$ cat src/rtl/psr_pkg.sv
package psr_pkg;

  localparam int WORD_W = 32;
  localparam int SLOT_W = 6;   // room reserved for the level and set fields

  // bit positions of the status word (software visible)
  localparam int B_IE   = 0;
  localparam int B_USER = 1;
  localparam int B_EXC  = 2;
  localparam int B_IRQ  = 3;
  localparam int B_LVL  = 4;
  localparam int B_CUR  = B_LVL + SLOT_W;
  localparam int B_PREV = B_CUR + SLOT_W;
  localparam int B_NMI  = B_PREV + SLOT_W;
  localparam int B_SIE  = B_NMI + 1;

  localparam logic [WORD_W-1:0] RST_WORD = WORD_W'(1) << B_SIE;

  typedef enum logic [2:0] {
    EV_IDLE,
    EV_EXC,
    EV_BRK,
    EV_IRQ,
    EV_ERET,
    EV_WR_LIVE,
    EV_WR_SAVE
  } psr_ev_e;

  function automatic logic [WORD_W-1:0] ones_at(int lsb, int w);
    return ((WORD_W'(1) << w) - WORD_W'(1)) << lsb;
  endfunction

  // every bit that exists for the given configuration
  function automatic logic [WORD_W-1:0] legal_mask(int set_w, int lvl_w, bit mmu);
    logic [WORD_W-1:0] m;
    m = ones_at(B_IE, 1) | ones_at(B_IRQ, 1) | ones_at(B_NMI, 1) | ones_at(B_SIE, 1)
      | ones_at(B_LVL, lvl_w) | ones_at(B_CUR, set_w) | ones_at(B_PREV, set_w);
    if (mmu) m = m | ones_at(B_USER, 1) | ones_at(B_EXC, 1);
    return m;
  endfunction

  // bits that a software write to the live word may change
  function automatic logic [WORD_W-1:0] writable_mask(int set_w, int lvl_w, bit mmu);
    return legal_mask(set_w, lvl_w, mmu) & ~ones_at(B_CUR, set_w) & ~ones_at(B_NMI, 1);
  endfunction

endpackage

$ cat src/rtl/psr_accept.sv
module psr_accept #(
  parameter int LVL_W = 6,
  parameter int SET_W = 2
) (
  input  logic             ie,
  input  logic             set_ie,
  input  logic [LVL_W-1:0] thr,
  input  logic [SET_W-1:0] cur_set,
  input  logic             req,
  input  logic             nmi,
  input  logic [LVL_W-1:0] lvl,
  input  logic [SET_W-1:0] req_set,
  output logic             ok
);

  logic lvl_ok;
  logic set_ok;

  always_comb begin
    lvl_ok = ie && (lvl > thr);
    set_ok = set_ie || (req_set != cur_set);
    ok     = req && (nmi || lvl_ok) && set_ok;
  end

endmodule

$ cat src/rtl/psr_arbiter.sv
module psr_arbiter
  import psr_pkg::*;
(
  input  logic    exc,
  input  logic    brk,
  input  logic    irq_ok,
  input  logic    eret,
  input  logic    wr_en,
  input  logic    wr_sel,
  output logic    take,
  output psr_ev_e ev
);

  always_comb begin
    take = irq_ok && !exc && !brk;
    if (exc)         ev = EV_EXC;
    else if (brk)    ev = EV_BRK;
    else if (take)   ev = EV_IRQ;
    else if (eret)   ev = EV_ERET;
    else if (wr_en)  ev = wr_sel ? EV_WR_SAVE : EV_WR_LIVE;
    else             ev = EV_IDLE;
  end

endmodule

$ cat src/rtl/psr_next.sv
module psr_next
  import psr_pkg::*;
#(
  parameter int LVL_W   = 6,
  parameter int SET_W   = 2,
  parameter bit HAS_MMU = 1'b1
) (
  input  psr_ev_e           ev,
  input  logic [WORD_W-1:0] st,
  input  logic [WORD_W-1:0] sv,
  input  logic [WORD_W-1:0] wdata,
  input  logic [SET_W-1:0]  req_set,
  input  logic              req_nmi,
  output logic [WORD_W-1:0] st_nx,
  output logic [WORD_W-1:0] sv_nx
);

  localparam logic [WORD_W-1:0] LEGAL = legal_mask(SET_W, LVL_W, HAS_MMU);
  localparam logic [WORD_W-1:0] WMASK = writable_mask(SET_W, LVL_W, HAS_MMU);

  logic [SET_W-1:0]  cur;
  logic [WORD_W-1:0] raw;

  always_comb begin
    cur   = st[B_CUR +: SET_W];
    raw   = st;
    sv_nx = sv;
    unique case (ev)
      EV_EXC: begin
        sv_nx                 = st;
        raw[B_PREV +: SET_W]  = cur;
        raw[B_CUR +: SET_W]   = '0;
        raw[B_EXC]            = 1'b1;
      end
      EV_BRK: begin
        sv_nx                 = st;
        raw[B_PREV +: SET_W]  = cur;
        raw[B_EXC]            = 1'b1;
      end
      EV_IRQ: begin
        sv_nx                 = st;
        raw[B_PREV +: SET_W]  = cur;
        raw[B_CUR +: SET_W]   = req_set;
        raw[B_IE]             = 1'b0;
        raw[B_IRQ]            = 1'b1;
        if (req_nmi) raw[B_NMI] = 1'b1;
      end
      EV_ERET:    raw   = sv;
      EV_WR_LIVE: raw   = (st & ~WMASK) | (wdata & WMASK);
      EV_WR_SAVE: sv_nx = wdata & LEGAL;
      default: ;
    endcase
    st_nx = raw & LEGAL;
  end

endmodule

$ cat src/rtl/psr_unit.sv
module psr_unit
  import psr_pkg::*;
#(
  parameter int SETS    = 4,     // number of register sets, at most 64
  parameter int LVL_W   = 6,     // interrupt level width, at most 6
  parameter bit HAS_MMU = 1'b1,
  localparam int SET_W  = (SETS > 1) ? $clog2(SETS) : 1
) (
  input  logic              clk,
  input  logic              rst,
  input  logic              exc_i,
  input  logic              brk_i,
  input  logic              irq_req_i,
  input  logic [LVL_W-1:0]  irq_lvl_i,
  input  logic [SET_W-1:0]  irq_set_i,
  input  logic              irq_nmi_i,
  input  logic              eret_i,
  input  logic              wr_en_i,
  input  logic              wr_sel_i,
  input  logic [WORD_W-1:0] wr_data_i,
  output logic [WORD_W-1:0] status_o,
  output logic [WORD_W-1:0] saved_o,
  output logic              irq_take_o
);

  logic [WORD_W-1:0] st_q, sv_q, st_nx, sv_nx;
  logic              irq_ok;
  psr_ev_e           ev;

  psr_accept #(.LVL_W(LVL_W), .SET_W(SET_W)) u_accept (
    .ie      (st_q[B_IE]),
    .set_ie  (st_q[B_SIE]),
    .thr     (st_q[B_LVL +: LVL_W]),
    .cur_set (st_q[B_CUR +: SET_W]),
    .req     (irq_req_i),
    .nmi     (irq_nmi_i),
    .lvl     (irq_lvl_i),
    .req_set (irq_set_i),
    .ok      (irq_ok)
  );

  psr_arbiter u_arb (
    .exc    (exc_i),
    .brk    (brk_i),
    .irq_ok (irq_ok),
    .eret   (eret_i),
    .wr_en  (wr_en_i),
    .wr_sel (wr_sel_i),
    .take   (irq_take_o),
    .ev     (ev)
  );

  psr_next #(.LVL_W(LVL_W), .SET_W(SET_W), .HAS_MMU(HAS_MMU)) u_next (
    .ev      (ev),
    .st      (st_q),
    .sv      (sv_q),
    .wdata   (wr_data_i),
    .req_set (irq_set_i),
    .req_nmi (irq_nmi_i),
    .st_nx   (st_nx),
    .sv_nx   (sv_nx)
  );

  always_ff @(posedge clk) begin
    if (rst) begin
      st_q <= RST_WORD;
      sv_q <= '0;
    end else begin
      st_q <= st_nx;
      sv_q <= sv_nx;
    end
  end

  assign status_o = st_q;
  assign saved_o  = sv_q;

endmodule

$ cat config.mk
export PLATFORM = sky130hd
export DESIGN_NAME = psr_unit
export DESIGN_NICKNAME = d
export VERILOG_FILES = /design/src/rtl/psr_pkg.sv /design/src/rtl/psr_accept.sv /design/src/rtl/psr_arbiter.sv /design/src/rtl/psr_next.sv /design/src/rtl/psr_unit.sv
export SDC_FILE = /design/constraint.sdc
export NUM_CORES = 1
export LEC_CHECK = 0
export ABC_AREA = 1
export ABC_CLOCK_PERIOD_IN_PS = 1900
export BUFFER_PORTS_ARGS = -buffer_cell sky130_fd_sc_hd__buf_2
export CAP_MARGIN = 15
export CORE_MARGIN = 2
export CORE_UTILIZATION = 41
export CTS_CLUSTER_DIAMETER = 150
export DETAILED_ROUTE_END_ITERATION = 7
export GPL_ROUTABILITY_DRIVEN = 0
export PLACE_DENSITY = 0.74
export SYNTH_ARGS = -nofsm -noshare
export SYNTH_HDL_FRONTEND = slang
export SYNTH_SLANG_ARGS = --single-unit
$ cat constraint.sdc
create_clock -name clk -period 1.9 [get_ports clk]
set_input_delay 0.19 -clock clk [delete_from_list [all_inputs] [get_ports clk]]
set_output_delay 0.19 -clock clk [all_outputs]
set_load 0.005 [all_outputs]
# --- Word level (Yosys, flattened, before mapping) ---
# Cells that the tools add are included.
# Widths: inputs -> output; s select.
op_classes:
  order_cmp: 1
  reduce_logical: 18
  bitwise: 1
  eq_ne: 8
  mux: 17
op_table:
  columns: ["cell", "count"]
  rows:
  - ["$pmux 32 s2", 1]
  - ["$or 23x24->24", 1]
  - ["$mux 3", 5]
  - ["$pmux 1 s3", 4]
  - ["$pmux 6 s2", 1]
  - ["$eq 3x3->1 const B", 3]
  - ["$reduce_bool 3->1", 3]
  - ["$pmux 2 s4", 1]
  - ["$eq 3x2->1 const B", 2]
  - ["$gt 6x6->1", 1]
  - ["$pmux 2 s3", 1]
  - ["$logic_and 1x1->1", 5]
  - ["$pmux 1 s2", 2]
  - ["$reduce_bool 2->1", 2]
  - ["$reduce_bool 4->1", 1]
  - ["$eq 3x1->1 const B", 1]
  - ["$reduce_or 3->1", 1]
  - ["$logic_not 1->1", 2]
  - ["$logic_or 1x1->1", 2]
  - ["$mux 2", 1]
  - ["$ne 2x2->1", 1]
  - ["$ne 2x2->1 const B", 1]
  - ["$reduce_and 2->1", 1]
  - ["$reduce_or 2->1", 1]
  - ["$mux 1", 1]
word_totals:
  inputBits: 49
  ff_bits: 48
  wordCells: 52

# --- Logic depth before layout (Yosys ltp) ---
logic_depth:
  ltp_word: 13
  mapped_depth: 20

# --- Modules after synthesis ---
# Synthesis repeated with hierarchy kept, for this count alone.
unflattened:
  cells_unflattened: 502
  area_unflattened_um2: 3308.2
by_module_without_submodules:
  columns: ["mod", "n_inst", "cells_per_inst", "area_per_inst_um2"]
  rows:
  - ["psr_unit", 1, 200, 1844.3]
  - ["psr_next", 1, 248, 1168.6]
  - ["psr_accept", 1, 42, 230.2]
  - ["psr_arbiter", 1, 12, 65.1]

# --- Least setup slack after synthesis ---
# No wires, ideal clock.
synth_path:
  kind: "register -> register"
  from: "reg st_q[9], in the netlist status_o[9]"
  to: "reg sv_q[1], in the netlist saved_o[1]"
  t_arrival_ps: 1865
  required_time_ps: 1778
  path_stages_with_launch: 15
  setup_slack_ps: -86
  path_buffers: 1
  cell_sequence: "dfxtp_1 -> inv_1 -> ha_1 -> nand2_1 -> nor2_2 -> a21oi_1 -> nand2_1 -> nand2_2 -> nand2_4 -> nand2_4 -> nor2_8 -> nand3_4 -> buf_2 -> a21oi_1 -> a21oi_1"
synth_via:
  elab_chain_cells: 13
  elab_cells_between_ends: 17
  cone_classes: "order compare (1); eq/ne (4); mux (4); reduce/logical (8)"
synth_rtl:
  columns: ["element", "line_no", "text"]
  rows:
  - ["start, declared", "psr_unit.sv:26", "logic [WORD_W-1:0] st_q, sv_q, st_nx, sv_nx;"]
  - ["start signal, assigned", "psr_unit.sv:69", "st_q <= st_nx;"]
  - ["$gt 6x6->1 (*)", "psr_accept.sv:20", "lvl_ok = ie && (lvl > thr);"]
  - ["$logic_and 1x1->1 (*)", "psr_accept.sv:20", null]
  - ["$logic_or 1x1->1 (*)", "psr_accept.sv:22", "ok = req && (nmi || lvl_ok) && set_ok;"]
  - ["$logic_and 1x1->1 (*) (2 in series)", "psr_accept.sv:22", null]
  - ["$logic_and 1x1->1 (*) (2 in series)", "psr_arbiter.sv:15", "take = irq_ok && !exc && !brk;"]
  - ["$mux 3 (*)", "psr_arbiter.sv:18", "else if (take) ev = EV_IRQ;"]
  - ["$mux 3 (*)", "psr_arbiter.sv:17", "else if (brk) ev = EV_BRK;"]
  - ["$mux 3 (*)", "psr_arbiter.sv:16", "if (exc) ev = EV_EXC;"]
  - ["$eq 3x1->1 / $eq 3x2->1 (equally long branches)", "psr_next.sv:28", "unique case (ev)"]
  - ["$reduce_or 3->1 (no source line)", null, null]
  - ["$pmux 32 s2 / $reduce_bool 2->1 (equally long branches)", null, null]
  - ["end signal, assigned", "psr_unit.sv:70", "sv_q <= sv_nx;"]
  - ["end, declared", "psr_unit.sv:26", null]
# Mark *: on every way between the ends. The rest lies on a longest branch, timed or not. The select of a mux whose other input is x is not followed.
# A chain may end at the register's enable or synchronous reset.

# --- Final worst setup path ---
# Ends and elaborated chain as after synthesis.

==> qor.yml <==
n_antenna_cell: 0
cts_tree: "yes"
synth.mux.area_fraction_pct: 0
fill_cells: 432
report.final.slew_viol_count: 0
layout-drive-gt1-share_pct: 47.1
synth_most_common_cell: "nand2_1"
min_path_type: "in -> reg"
drt_iter0_drc: 155
setup_viol: 33
ys_ff_latch: 32
utilization_pct: 63.5
crit_type: "reg -> reg"
clk_pin_slew_worst_paths_ns: 0.08
area_growth_pct: 48.4
p_leak_uw: 0.00172
status: "complete, but fails checks"
vias_per_cell: 4.93
slowest_delay_ns: 0.34
finalCriticalPeriod_ns: 2.25
start_util_pct: 42.8
cp_num_buf_inv: 3
htree_levels: 2
overflow: 0
synth_top_family_by_area: "simple AND/OR/NAND/NOR gates"
syn_inst: 316
syn-cell-area_mm2: 0.00221
violations: "negative setup slack"
finalWirelength_um: 6830
ir_drop_mv: 0.443
die_area_mm2: 0.00601
syn_area_per_cell_um2: 7.01
rsz0062_at_grt: "yes"
grt_usage_pct: 19.8
row_count: 26
die_h_um: 77.5
design.core.area_mm2: 0.00517
synth_top_cell_by_area: "dfxtp_1"
timing.setup.tns_ns: -8.73
required_ns: 2.12
drc: 0
ioPinCount: 114
clk_latency_ns: 0.30
power_per_cell_area_mw_per_mm2: 594
tightest_slew_ns: 0.638
seqCellArea_um2: 647
met2_usage_pct: 35.8
gr-usage-met1_pct: 22.0
multi_input_area_mm2: 0.00145
synth_enable_flop_cells: 0
met3_usage_pct: 5.35
synth_fa_ha_area_share_pct: 3.39
synth_cell_types: 29
synth_top_area_share_pct: 28.9
synth_compound_area_share_pct: 18.4
dr_total_vias: 2418
cp_cell_sequence: "inv_2 > ha_4 > nand2_4 > nor2_4 > nand2_1 > nand3_2 > nand2_4 > nand2_4 > nand2_8 > nand2_4 > nand2_4 > nand2_8 > nand2_4 > o21ai_4 > buf_6 > clkbuf_16 > o21ai_2 > a21oi_1"
critPathArrivalTime_ns: 2.47
crit_slowest_cell: "dfxtp_2"
fin_ws_ns: -0.354
antenna_found_initial: 0
synth-xor-area-share_pct: 0
cp_max_fo: 6
setup.worst_path.start_class: "flip-flop"
cpLargestDelayFamily: "simple AND/OR/NAND/NOR gates"
grt_max_degree: 19
yosysSeqAreaShare_pct: 28.9
hold_buffers: 0
dr.pass1.iters: 5
nets: 474
cp-end-kind: "flip-flop"
timing.fmax_ghz: 0.444
ant_nets: 0
busiest_layer: "met2"
synth_area_leaders: "dfxtp_1, buf_4, nand2_1"
hpwlAfterDp_um: 4400
place_ws_ns: -0.224
ys_async_sr_fraction_pct: 0
grt_pass1_vias: 2191
finalCritPeriodShare_pct: 119
cts_num_sinks: 32
wl_per_cell_um: 13.9
synthSimpleGateAreaFrac_pct: 25.6
cts_made_buffers: 5
worst_slew_margin_rel_pct: 57.4
io_buffers: 65
clockBufferDepth: 2
finalPower_uw: 1950
cts_root_buf: "clkbuf_8"
cap_violations: 0
synthTopCellsByCount: "nand2_1, inv_1, buf_4"
fin_skew_ns: 0.00928
hold_viol_final: 0
dieWidth_um: 77.5
grt_pass1_wl_um: 9600
ys.flop_type: "dfxtp_1"
cpMostUsedCell: "nand2_4"
ys_warn_count: 0
[repair_timing]
item	CTS	global route
buffers inserted	5	9
cloned	0	4
pin swaps	4	19
setup endpoints to repair	33	33
resized for setup	23	46
[metal layers]
metal	wire length, um	vias to the layer above	share of wire [%]
met1	2870	1146	42
met2	3450	103	51
met5	0	-	0
met3	384	11	5.6
met4	121	0	1.8
li1	-	1158	-
[placed cells by master (no fill, tap or decap), drive strengths merged]
| cell type | Yosys | routed |
|---|---|---|
| a21boi | 1 | 1 |
| nand3 | 19 | 19 |
| clkbuf | 3 | 10 |
| conb | 1 | 32 |
| clkinv | 0 | 2 |
| o21ai | 40 | 40 |
| ha | 6 | 6 |
| nand4 | 2 | 2 |
| a21oi | 26 | 26 |
| buf | 42 | 106 |
| nand3b | 1 | 1 |
| nor2 | 17 | 17 |
| o211ai | 6 | 6 |
| dfxtp | 32 | 32 |
| inv | 46 | 46 |
| a31oi | 2 | 2 |
| nand2 | 71 | 71 |
| nor3 | 1 | 1 |
[final cells by class]
type / count / area share (%)
inverter: 46 / 5.71
tap: 70 / 2.67
sequential: 32 / 19.7
clock inverter: 2 / 0.305
timing repair buffer: 110 / 25.1
multi-input combinational: 224 / 44.1
clock buffer: 6 / 2.51
[logic make-up after synthesis]
family	Yosys count
simple gates	111
buf+inv	91
compound gates	75
flops	32
fa+ha+maj	6
other cells	1
[sequential cells by signal (all words and copies together), names as in the netlist]
| register | count |
|---|---|
| saved_o | 16 |
| status_o | 16 |
[metrics by stage]
stage | hold slack [ns] | cells | cell area [um^2]
final | 0.114 | 490 | 3290
after global routing | 0.113 | 490 | 3290
after CTS | 0.103 | 478 | 2930
after detailed placement | 0.414 | 465 | 2730
after global placement | 0.417 | 465 | 2730
after floorplan | 0.259 | 347 | 2420
[path summary, 6_finish.rpt]
kind / to / start / depth (start not counted) / slack (ns)
max: saved_o[1]$_SDFFE_PP0P_ / status_o[9]$_SDFFE_PP0N_ / 18 / -0.35
min: status_o[0]$_SDFFE_PP0P_ / rst / 2 / 0.11
max reg2reg: saved_o[1]$_SDFFE_PP0P_ / status_o[9]$_SDFFE_PP0N_ / 18 / -0.35
min reg2reg: status_o[22]$_SDFFE_PP0P_ / status_o[22]$_SDFFE_PP0P_ / 2 / 0.47
[where the power goes]
| part | switching, uW | internal (uW) |
|---|---|---|
| combinational | 321 | 287 |
| sequential | 44.4 | 723 |
| clock | 286 | 289 |
| total | 651 | 1300 |
Note: power is estimated with default switching activity, not from simulation.
